## config.mk

```make
export PLATFORM = sky130hd
export DESIGN_NAME = phy_mgmt_regfile
export DESIGN_NICKNAME = d
export VERILOG_FILES = /design/src/rtl/phy_mgmt_pkg.sv /design/src/rtl/phy_mgmt_store.sv /design/src/rtl/phy_mgmt_derive.sv /design/src/rtl/phy_mgmt_rdport.sv /design/src/rtl/phy_mgmt_regfile.sv
export SDC_FILE = /design/constraint.sdc
export NUM_CORES = 1
export LEC_CHECK = 0
export BUFFER_PORTS_ARGS = -buffer_cell sky130_fd_sc_hd__buf_2
export CAP_MARGIN = 0
export CORE_AREA = 2 2 206 208
export DETAILED_ROUTE_END_ITERATION = 12
export DIE_AREA = 0 0 208 210
export PLACE_DENSITY = 0.87
export SLEW_MARGIN = 20
export SYNTH_ARGS = -nofsm -noshare
export SYNTH_HDL_FRONTEND = slang
export SYNTH_SLANG_ARGS = --single-unit
```

## constraint.sdc

```tcl
create_clock -name clk_i -period 1.86 [get_ports clk_i]
set_input_delay 0.372 -clock clk_i [delete_from_list [all_inputs] [get_ports clk_i]]
set_output_delay 0.372 -clock clk_i [all_outputs]
set_load 0.01 [all_outputs]
```

## src/rtl/phy_mgmt_pkg.sv

```systemverilog
package phy_mgmt_pkg;

   localparam int unsigned WORD_W = 16;

   // register indices whose behaviour the block depends on
   localparam int unsigned IDX_CTRL = 0;
   localparam int unsigned IDX_STAT = 1;
   localparam int unsigned IDX_ID_HI = 2;
   localparam int unsigned IDX_ID_LO = 3;
   localparam int unsigned IDX_ADV  = 4;
   localparam int unsigned IDX_LPA  = 5;
   localparam int unsigned IDX_DIAG = 18;

   // advertisement bit positions
   localparam int unsigned ADV_10F  = 6;
   localparam int unsigned ADV_100H = 7;
   localparam int unsigned ADV_100F = 8;

   // diagnostic bit positions
   localparam int unsigned DIAG_SPD = 10;
   localparam int unsigned DIAG_DPX = 11;

   localparam logic [WORD_W-1:0] STAT_LINK_UP = 16'h782C;
   localparam logic [WORD_W-1:0] LPA_FIXED    = 16'h4001;
   localparam logic [WORD_W-1:0] LPA_COPY     = 16'h01E0;

   function automatic logic [WORD_W-1:0] rst_word(input int unsigned idx);
      logic [WORD_W-1:0] w;
      case (idx)
         IDX_CTRL:  w = 16'h3100;
         IDX_ID_HI: w = 16'h0300;
         IDX_ID_LO: w = 16'hE400;
         IDX_ADV:   w = 16'h01E1;
         default:   w = '0;
      endcase
      return w;
   endfunction

   typedef enum logic [1:0] {
      SRC_STORE = 2'd0,
      SRC_STAT  = 2'd1,
      SRC_LPA   = 2'd2,
      SRC_DIAG  = 2'd3
   } rd_src_e;

endpackage

```

## src/rtl/phy_mgmt_store.sv

```systemverilog
module phy_mgmt_store #(
   parameter int unsigned DATA_W  = 16,
   parameter int unsigned REG_NUM = 32,
   localparam int unsigned ADDR_W = $clog2(REG_NUM)
) (
   input  logic              clk_i,
   input  logic              rst_ni,
   input  logic              wr_en_i,
   input  logic [ADDR_W-1:0] wr_addr_i,
   input  logic [DATA_W-1:0] wr_data_i,
   input  logic [ADDR_W-1:0] rd_addr_i,
   output logic [DATA_W-1:0] rd_word_o,
   output logic [DATA_W-1:0] adv_o
);

   logic [REG_NUM-1:0][DATA_W-1:0] regs_q;

   for (genvar g = 0; g < REG_NUM; g++) begin : g_slot
      localparam logic [DATA_W-1:0] RST_VAL = DATA_W'(phy_mgmt_pkg::rst_word(g));
      logic hit;
      assign hit = wr_en_i && (wr_addr_i == ADDR_W'(g));
      always_ff @(posedge clk_i or negedge rst_ni) begin
         if (!rst_ni) begin
            regs_q[g] <= RST_VAL;
         end else if (hit) begin
            regs_q[g] <= wr_data_i;
         end
      end
   end

   assign rd_word_o = regs_q[rd_addr_i];
   assign adv_o     = regs_q[phy_mgmt_pkg::IDX_ADV];

endmodule

```

## src/rtl/phy_mgmt_derive.sv

```systemverilog
module phy_mgmt_derive #(
   parameter int unsigned DATA_W = 16
) (
   input  logic              link_up_i,
   input  logic [DATA_W-1:0] adv_i,
   output logic [DATA_W-1:0] stat_o,
   output logic [DATA_W-1:0] lpa_o,
   output logic [DATA_W-1:0] diag_o
);
   import phy_mgmt_pkg::*;

   logic spd_100;
   logic dpx_full;

   assign spd_100  = adv_i[ADV_100H] | adv_i[ADV_100F];
   assign dpx_full = adv_i[ADV_10F]  | adv_i[ADV_100F];

   assign stat_o = link_up_i ? STAT_LINK_UP : '0;
   assign lpa_o  = LPA_FIXED | (adv_i & LPA_COPY);

   always_comb begin
      diag_o = '0;
      if (link_up_i) begin
         diag_o[DIAG_SPD] = spd_100;
         diag_o[DIAG_DPX] = dpx_full;
      end
   end

endmodule

```

## src/rtl/phy_mgmt_rdport.sv

```systemverilog
module phy_mgmt_rdport #(
   parameter int unsigned DATA_W    = 16,
   parameter int unsigned ADDR_W    = 5,
   parameter bit          DUPLEX_EN = 1'b1
) (
   input  logic              clk_i,
   input  logic              rst_ni,
   input  logic              rd_en_i,
   input  logic [ADDR_W-1:0] rd_addr_i,
   input  logic [DATA_W-1:0] store_i,
   input  logic [DATA_W-1:0] stat_i,
   input  logic [DATA_W-1:0] lpa_i,
   input  logic [DATA_W-1:0] diag_i,
   output logic [DATA_W-1:0] rd_data_o,
   output logic              rd_valid_o,
   output logic              duplex_o,
   output logic              duplex_upd_o
);
   import phy_mgmt_pkg::*;

   rd_src_e           src;
   logic [DATA_W-1:0] sel_word;
   logic              diag_hit;

   always_comb begin
      case (rd_addr_i)
         ADDR_W'(IDX_STAT): src = SRC_STAT;
         ADDR_W'(IDX_LPA):  src = SRC_LPA;
         ADDR_W'(IDX_DIAG): src = SRC_DIAG;
         default:           src = SRC_STORE;
      endcase
   end

   always_comb begin
      case (src)
         SRC_STAT: sel_word = stat_i;
         SRC_LPA:  sel_word = lpa_i;
         SRC_DIAG: sel_word = diag_i;
         default:  sel_word = store_i;
      endcase
   end

   assign diag_hit = rd_en_i && (src == SRC_DIAG);

   always_ff @(posedge clk_i or negedge rst_ni) begin
      if (!rst_ni) begin
         rd_data_o  <= '0;
         rd_valid_o <= 1'b0;
      end else begin
         rd_valid_o <= rd_en_i;
         if (rd_en_i) begin
            rd_data_o <= sel_word;
         end
      end
   end

   if (DUPLEX_EN) begin : g_dpx
      always_ff @(posedge clk_i or negedge rst_ni) begin
         if (!rst_ni) begin
            duplex_o     <= 1'b0;
            duplex_upd_o <= 1'b0;
         end else begin
            duplex_upd_o <= diag_hit;
            if (diag_hit) begin
               duplex_o <= diag_i[DIAG_DPX];
            end
         end
      end
   end else begin : g_no_dpx
      assign duplex_o     = 1'b0;
      assign duplex_upd_o = 1'b0;
   end

endmodule

```

## src/rtl/phy_mgmt_regfile.sv

```systemverilog
module phy_mgmt_regfile #(
   parameter int unsigned DATA_W    = 16,
   parameter int unsigned REG_NUM   = 32,
   parameter int unsigned REQ_W     = 8,
   parameter bit          DUPLEX_EN = 1'b1
) (
   input  logic              clk_i,
   input  logic              rst_ni,
   input  logic              link_up_i,
   input  logic              rd_en_i,
   input  logic              wr_en_i,
   input  logic [REQ_W-1:0]  req_i,
   input  logic [DATA_W-1:0] wr_data_i,
   output logic [DATA_W-1:0] rd_data_o,
   output logic              rd_valid_o,
   output logic              duplex_o,
   output logic              duplex_upd_o
);
   localparam int unsigned ADDR_W = $clog2(REG_NUM);

   if (DATA_W != phy_mgmt_pkg::WORD_W) begin : g_bad_width
      $error("phy_mgmt_regfile: DATA_W must equal 16");
   end
   if ((1 << ADDR_W) != REG_NUM || REG_NUM <= phy_mgmt_pkg::IDX_DIAG) begin : g_bad_depth
      $error("phy_mgmt_regfile: REG_NUM must be a power of two above 18");
   end
   if (REQ_W < ADDR_W) begin : g_bad_req
      $error("phy_mgmt_regfile: REQ_W narrower than register number");
   end

   logic [ADDR_W-1:0] addr;
   logic [DATA_W-1:0] store_word;
   logic [DATA_W-1:0] adv_word;
   logic [DATA_W-1:0] stat_word;
   logic [DATA_W-1:0] lpa_word;
   logic [DATA_W-1:0] diag_word;

   assign addr = req_i[ADDR_W-1:0];

   if (REQ_W > ADDR_W) begin : g_req_hi
      logic unused_req_hi;
      assign unused_req_hi = ^req_i[REQ_W-1:ADDR_W];
   end

   phy_mgmt_store #(
      .DATA_W (DATA_W),
      .REG_NUM(REG_NUM)
   ) i_store (
      .clk_i    (clk_i),
      .rst_ni   (rst_ni),
      .wr_en_i  (wr_en_i),
      .wr_addr_i(addr),
      .wr_data_i(wr_data_i),
      .rd_addr_i(addr),
      .rd_word_o(store_word),
      .adv_o    (adv_word)
   );

   phy_mgmt_derive #(
      .DATA_W(DATA_W)
   ) i_derive (
      .link_up_i(link_up_i),
      .adv_i    (adv_word),
      .stat_o   (stat_word),
      .lpa_o    (lpa_word),
      .diag_o   (diag_word)
   );

   phy_mgmt_rdport #(
      .DATA_W   (DATA_W),
      .ADDR_W   (ADDR_W),
      .DUPLEX_EN(DUPLEX_EN)
   ) i_rdport (
      .clk_i       (clk_i),
      .rst_ni      (rst_ni),
      .rd_en_i     (rd_en_i),
      .rd_addr_i   (addr),
      .store_i     (store_word),
      .stat_i      (stat_word),
      .lpa_i       (lpa_word),
      .diag_i      (diag_word),
      .rd_data_o   (rd_data_o),
      .rd_valid_o  (rd_valid_o),
      .duplex_o    (duplex_o),
      .duplex_upd_o(duplex_upd_o)
   );

endmodule

```

## Yosys cells after proc, flatten, opt, wreduce, memory -nomap -nowiden

Cells that the tools add are included.

- $lt $le $gt $ge: 1
- Equal/unequal tests: 34
- Multiplexer cells: 6
- Bitwise logic cells: 2
- Reductions and logical operators: 34

Operators by type and width:

| operator | count |
|---|---|
| $bmux 16 s5 | 1 |
| $eq 5x5->1 const B | 16 |
| $pmux 16 s3 | 1 |
| $eq 5x4->1 const B | 8 |
| $logic_and 1x1->1 | 33 |
| $eq 5x3->1 const B | 4 |
| $mux 16 | 1 |
| $mux 15 | 1 |
| $eq 5x2->1 const B | 2 |
| $lt 5x6->1 const B | 1 |
| $pmux 2 s3 | 1 |
| $eq 5x1->1 const B | 1 |
| $logic_not 5->1 | 1 |
| $eq 2x2->1 const B | 2 |
| $eq 2x1->1 const B | 1 |
| $mux 2 | 1 |
| $or 1x1->1 | 2 |

- Bits in registers: 531
- Input bits: 29
- Output and inout bits: 19
- Logic and storage cells: 113

## Longest topological paths before layout

Gate-level depths: netlist of run 1.

- Depth in word-level cells: 4
- Depth in mapped cells: 9

## Hierarchy

From an unflattened synthesis of run 1, not the netlist that was laid out.

- Cell total of the unflattened synthesis: 1902
- Area, all modules: 25577.0 µm²

By module, submodules not included:

| module | instances | cells each | area an instance (µm²) | seq. area each (µm²) |
|---|---|---|---|---|
| phy_mgmt_store | 1 | 1753 | 23954.2 | 12829.8 |
| phy_mgmt_rdport | 1 | 99 | 1255.0 | 475.5 |
| phy_mgmt_derive | 1 | 50 | 367.9 | 0.0 |

## Worst setup path before layout of run 1

Ideal clock, no wire load.

- Path kind: in2reg
- From: input req_i[4]
- To: register i_store.regs_q[53] (netlist name)
- Library setup time: 0.125 ns
- Arrival time: 1.909 ns
- Setup slack: -0.173 ns
- Stages: 7
- Path buffers: 3
- Cells stage by stage: buf_2 nand2b_4 or2_1 clkbuf_2 nor3_2 buf_6 mux2_2

- Longest elaborated chain between the ends: 2

Ends and longest elaborated chain:

| what | RTL line | RTL |
|---|---|---|
| from (decl) | phy_mgmt_regfile.sv:12 | `input logic [REQ_W-1:0] req_i,` |
| $eq 5x2->1 | phy_mgmt_store.sv:21 | `assign hit = wr_en_i && (wr_addr_i == ADDR_W'(g));` |
| $logic_and 1x1->1 | phy_mgmt_store.sv:21 |  |
| to (signal, indexed assignment) | phy_mgmt_store.sv:26 | `regs_q[g] <= wr_data_i;` |
| to (decl) | phy_mgmt_store.sv:16 | `logic [REG_NUM-1:0][DATA_W-1:0] regs_q;` |

No other way between the ends.
A chain may end at the register's enable or synchronous reset.

## Worst setup path in the final report of run 1

- From: register i_store.regs_q[120] (netlist name)
- To: register i_rdport.rd_data_o[8]

- Longest elaborated chain between the ends: 3

Ends and longest elaborated chain:

| what | RTL line | RTL |
|---|---|---|
| $bmux 16 s5 | phy_mgmt_store.sv:31 | `assign rd_word_o = regs_q[rd_addr_i];` |
| $mux 16 (not written as such) | phy_mgmt_store.sv:31 |  |
| $pmux 16 s3 | phy_mgmt_rdport.sv:35 | `case (src)` |
| to (signal assigned) | phy_mgmt_rdport.sv:52 | `rd_data_o <= sel_word;` |
| to (decl) | phy_mgmt_rdport.sv:14 | `output logic [DATA_W-1:0] rd_data_o,` |

No other way between the ends. The select of a mux whose other input is x is not followed.

==> results.txt, run 1 <==
Slew @ Worst Pin: 0.819 ns
Post-Synth XOR/XNOR Area: 0%
Initial core utilization: 59.2%
FFs w/ async S/R, synth: 100%
Period utilization: 97.7%
Number of global-route vias before repair: 16500
Final wirelength: 61800 um
Clock Pin Slew Worst Setup and Hold Paths: 0.06 ns
Port buffer count: 44
Routed WL per cell: 26.4 um
DIE HEIGHT: 210 um
Final Hold Violating Endpoints: 0
Max layer used: met4
Finish-stage setup viols: 0
Gr usage total: 29.0%
Most frequent cells after synthesis: dfrtp_1 (517), mux2_2 (514), mux2i_1 (126)
Via-to-Cell Ratio: 6.51
Seq/Total Area, Yosys: 54.2%
Clock skew: 0.0278 ns
#FFs+latches synth: 531
Worst-path maximum fanout: 2
Synth cell types: 57
Yosys warns: 0
WL met3: 4130 um
H-tree depth: 2
Fin util: 68.6%
CP Capture Type: flip-flop
Routed Antenna Nets: 0
Worst Path Required: 2.35 ns
Root buf cell: clkbuf_16
Worst Path Arrival: 2.30 ns
Slew headroom: 45.4%
1st-iter DRT viols: 1383
Mapped Cells: 1644
Post-Synth Simple-Gate Area: 2.47%
Area leader, netlist: dfrtp_1
Post-synthesis cell area: 24600 um^2
Mux share of post-synthesis cell area: 35.5%
Fraction of layout cells with a size suffix above 1: 51.7%
Synth Area in Adders: 0%
P_leak: 13.0 nW
Post-DP Area: 26600 um^2
CTS buffer count: 53
Syn Area/Cell: 14.9 um^2
First-pass GRT wire length: 97600 um
P&R area growth vs syn: 15.8%
Final min period: 1.82 ns
Fillers: 2534
Initial antenna violation count: 2
Critical path class: flip-flop to flip-flop
Post-CTS Setup Inserts: 0
CTS tree: yes
Vias: 15200
Top-Level Pins: 48
Slew Limit Fails: 0
Outcome: complete, no violations
Largest net degree at the start of global routing: 87
Final instance area: 28400 um^2
Synth top area share: 52.7%
Max Freq: 0.550 GHz
Initial DRT Pass Iterations: 7
PnR Total Power: 31.2 mW
Main synth FF type: dfrtp_1
Largest family of logic cells by synthesized area: multiplexers
Placed insts: 2238
Compound-Gate Fraction of Synth Area: 4.34%
Final #Nets: 1785
Synth area leaders: dfrtp_1 (53%), mux2_2 (24%), mux4_2 (6.2%)
Routed length on met2: 29700 um
DRC: 0
Top-count cell post-synth: dfrtp_1
Post-synth EDFFs: 0
Routability-driven placement congestion ratio: 0.863
Hold Crit Class: input port to flip-flop
Clock sinks: 531
Dpl hpwl: 39300 um
Die width: 208 um
Die area: 43700 um^2
Max_cap viols: 0
Non-Filler Instances: 2341
Power per cell area: 1100 nW/um^2
Total grt overflow: 0
Met1 Wirelength: 25400 um
Clk Latency, worst-skew pair: 0.61 ns
Crit start category: flip-flop
Row count: 75
CTS Buffer Depth: 3
Core Box Area: 41500 um^2
Synth Net Count: 1673
VDD IR max: 0.608 mV
-- kinds of logic after synthesis --
| group | Yosys count |
|---|---|
| flip-flops | 531 |
| AND/OR/NAND/NOR | 99 |
| multiplexers | 720 |
| AO/OA/AOI/OAI | 138 |
| buffers and inverters | 156 |
-- layer usage --
layer	GRT usage (%)	vias to the layer above
met1	39.6	8115
met2	46.1	602
met3	5.27	176
met4	12.8	0
met5	0	-
li1	-	6349
-- layout by cell type, fill, tap and decap left out, types with 18 or more instances in the layout --
| cell type | n |
|---|---|
| a221oi_1 | 18 |
| buf_12 | 51 |
| buf_2 | 40 |
| buf_4 | 106 |
| clkbuf_1 | 18 |
| clkbuf_16 | 56 |
| dfrtp_1 | 517 |
| mux2_2 | 499 |
| mux2i_1 | 126 |
| mux4_2 | 68 |
| nor2_1 | 21 |
| o22ai_1 | 19 |
-- report_power, final --
part           total [mW]  switching, mW  internal, mW
Combinational        5.26           2.23          3.03
Sequential           15.1           1.23          13.8
Clock                10.9           4.52          6.34
-- timing repair --
| action | CTS | global route |
|---|---|---|
| pin swaps | 0 | 2 |
| cloned | 0 | 1 |
| hold buffers | 1 | 0 |
| endpoints found under the hold margin | 97 | 0 |
| resized for setup | 2 | 13 |
| endpoints found under the setup margin | 1 | 11 |
-- area by class of cell --
class / instances / area [um^2] / area share [%]
Sequential cell: 531 / 13300 / 46.8
Inverter: 11 / 41.3 / 0.145
Multi-Input combinational cell: 957 / 10500 / 37.0
Timing Repair Buffer: 202 / 2110 / 7.42
Tap cell: 539 / 674 / 2.37
Antenna cell: 2 / 5.00 / 0.0176
Clock inverter: 10 / 106 / 0.374
Clock buffer: 89 / 1660 / 5.85
-- path summary, 6_finish.rpt --
kind,startpoint,to,slack [ns],cells after the start
min in group asynchronous,rst_ni,i_store.regs_q[350],0.23,2
max in group asynchronous,rst_ni,i_store.regs_q[173],0.78,3
hold reg to reg,i_store.regs_q[221],i_store.regs_q[221],0.50,1
hold / removal,rd_en_i,i_rdport.rd_valid_o,0.08,1
setup / recovery,i_store.regs_q[120],i_rdport.rd_data_o[8],0.04,5
setup reg to reg,i_store.regs_q[120],i_rdport.rd_data_o[8],0.04,5
-- sequential cells by signal, summed over array words and instances (netlist names) --
name                   flops
i_rdport.rd_data_o        16
i_store.adv_o             16
i_rdport.duplex_upd_o      1
i_store.regs_q           496
i_rdport.rd_valid_o        1
i_rdport.duplex_o          1
-- critical path: stages, from the launching register on --
cell,delay [ns]
dfrtp_1,0.38
mux4_2,0.48
mux2_2,0.30
a221oi_1,0.29
buf_4,0.18
o31ai_1,0.07
-- metrics by stage --
stage	TNS, ns	hold slack, ns	worst slack [ns]
6_report	0	0.0826	0.0433
2_1_floorplan	-9.70	0.0764	-0.106
4_1_cts	0	0.0596	0.0289
3_5_place_dp	-119.31	0.275	-0.452
5_1_grt	-0.0261	0.0716	-0.0261
3_3_place_gp	-107.63	0.274	-0.423
No activity file was read; power rests on OpenSTA's default activity.
==> run 2: changes to the inputs <==
Settings changed: PLACE_DENSITY 0.87 to 0.74.
==> run 2 against run 1 <==
  * Utilization grew 0.64 points
  * Sequential power is essentially flat
  * Global-route usage shrank 0.95 points
  * Total power shrank 0.61%
  * Die area is the same
  * Maximum frequency shrank 1.1%
  * Sequential cell count is the same
==> results.txt, run 2 (synthesized netlist as in run 1, its figures left out) <==
Final instance area: 28700 um^2 (was 28400 um^2)
Slowest stage delay, CP: 0.48 ns (about the same)
Commonest cells after routing, fill and taps aside: dfrtp_1 (517), mux2_2 (499), mux2i_1 (126) (unchanged)
Slew @ Worst Pin: 0.791 ns (was 0.819 ns)
PnR Total Power: 31.0 mW (was 31.2 mW)
Finish-stage setup viols: 0 (unchanged)
Total grt overflow: 0 (unchanged)
CP cell instances: mux4_2, mux2_2, a221oi_1, o31ai_1 (was mux4_2, mux2_2, a221oi_1, buf_4, o31ai_1)
P&R area growth vs syn: 16.9% (was 15.8%)
Final wirelength: 59700 um (was 61800 um)
DIE HEIGHT: 210 um (unchanged)
Max Freq: 0.544 GHz (was 0.550 GHz)
WL met3: 2870 um (was 4130 um)
Max FFs per register: 496 (unchanged)
Routability-driven placement congestion ratio: 0.825 (was 0.863)
Crit start category: flip-flop (unchanged)
Gr usage total: 28.1% (was 29.0%)
Routed WL per cell: 25.3 um (was 26.4 um)
DRC: 0 (unchanged)
Worst Path Arrival: 2.31 ns (was 2.30 ns)
Final #Nets: 1810 (was 1785)
CP Capture Type: flip-flop (unchanged)
Root buf cell: clkbuf_16 (unchanged)
Row count: 75 (unchanged)
Dpl hpwl: 39800 um (was 39300 um)
Routed Antenna Nets: 0 (unchanged)
Outcome: complete, no violations (unchanged)
Initial DRT Pass Iterations: 5 (was 7)
Clock sinks: 531 (unchanged)
CTS buffer count: 54 (was 53)
Core Box Area: 41500 um^2 (unchanged)
Dpl ws: -0.362 ns (was -0.452 ns)
Initial antenna violation count: 1 (was 2)
Die area: 43700 um^2 (unchanged)
P_leak: 13.2 nW (was 13.0 nW)
Routed length on met2: 29100 um (was 29700 um)
Top reg by flops: i_store.regs_q (unchanged)
Setup TNS: 0 ns (unchanged)
Max layer used: met4 (unchanged)
Clock Pin Slew Worst Setup and Hold Paths: 0.06 ns (about the same)
Number of global-route vias before repair: 15800 (was 16500)
Worst Path Required: 2.33 ns (was 2.35 ns)
Slew headroom: 47.2% (was 45.4%)
Largest net degree at the start of global routing: 64 (was 87)
Worst-path maximum fanout: 2 (unchanged)
Final Hold Violating Endpoints: 0 (unchanged)
RSZ-0062 raised after global routing: false
Fraction of layout cells with a size suffix above 1: 52.7% (was 51.7%)
1st-iter DRT viols: 1273 (was 1383)
Top-Level Pins: 48 (unchanged)
Worst setup margin: 0.0232 ns (was 0.0433 ns)
Vias: 14700 (was 15200)
Most common cell after layout, fill and taps aside: dfrtp_1 (unchanged)
Met1 Wirelength: 26200 um (was 25400 um)
Fin util: 69.2% (was 68.6%)
Final min period: 1.84 ns (was 1.82 ns)
Initial core utilization: 59.2% (unchanged)
First-pass GRT wire length: 94100 um (was 97600 um)
Die width: 208 um (unchanged)
Via-to-Cell Ratio: 6.24 (was 6.51)
Port buffer count: 44 (unchanged)
H-tree depth: 2 (unchanged)
Max_cap viols: 0 (unchanged)
CTS tree: yes (unchanged)
Post-DP Area: 26800 um^2 (was 26600 um^2)
CP max-delay cell: mux4_2 (unchanged)
VDD IR max: 0.592 mV (was 0.608 mV)
Period utilization: 98.8% (was 97.7%)
Critical path class: flip-flop to flip-flop (unchanged)
Hold Crit Class: input port to flip-flop (unchanged)
Power per cell area: 1080 nW/um^2 (was 1100 nW/um^2)
Clk Latency, worst-skew pair: 0.61 ns (about the same)
Clock skew: 0.0172 ns (was 0.0278 ns)
CTS Buffer Depth: 3 (unchanged)
Slew Limit Fails: 0 (unchanged)
==> run 2: path summary, 6_finish.rpt <==
kind	startpoint	end	slack, ns	cells after the start
worst max-delay path	i_store.regs_q[102]	i_rdport.rd_data_o[6]	0.02	4
worst min-delay path	rd_en_i	i_rdport.rd_valid_o	0.10	1
worst max register to register	i_store.regs_q[102]	i_rdport.rd_data_o[6]	0.02	4
worst min register to register	i_store.regs_q[461]	i_store.regs_q[461]	0.49	1
max in group asynchronous	rst_ni	i_store.regs_q[420]	0.81	4
min in group asynchronous	rst_ni	i_store.regs_q[30]	0.27	2
==> run 2: metrics by stage <==
step,std cells,hold WS (ns)
global route,2361,0.101
detailed placement,2263,0.301
global placement,2263,0.297
finish,2362,0.104
CTS,2360,0.0740
floorplan,1644,0.0764
==> run 2: power breakdown <==
part / switching [mW] / total, mW / internal [mW]
combinational: 2.16 / 5.24 / 3.08
sequential: 1.15 / 15.0 / 13.8
clock: 4.46 / 10.8 / 6.31
total: 7.77 / 31.0 / 23.2
==> run 2: per-layer routing <==
layer	global-route usage (%)	vias up
met2	45.6	370
li1	-	6400
met1	39.3	7858
met5	0	-
met3	4.50	105
met4	8.78	0
==> run 2: timing repair <==
item / in CTS / in global routing
resized for setup: 0 / 13
buffers inserted: 0 / 0
endpoints found under the setup margin: 0 / 9
hold buffers: 1 / 0
hold endpoints to repair: 39 / 0
==> run 2: area by class of cell <==
type	instances	area, um^2
Sequential cell	531	13300
Fill cell	2790	12800
Clock inverter	14	139
Timing Repair Buffer	226	2360
Tap cell	539	674
Inverter	11	41.3
Clock buffer	82	1640
Antenna cell	2	5.00
Multi-Input combinational cell	957	10500
==> run 2: critical path, delay by kind of cell, from the launching register on <==
family | cells | cell delay [ns]
AOI/OAI and AO/OA | 2 | 0.56
DFF | 1 | 0.37
muxes | 2 | 0.79
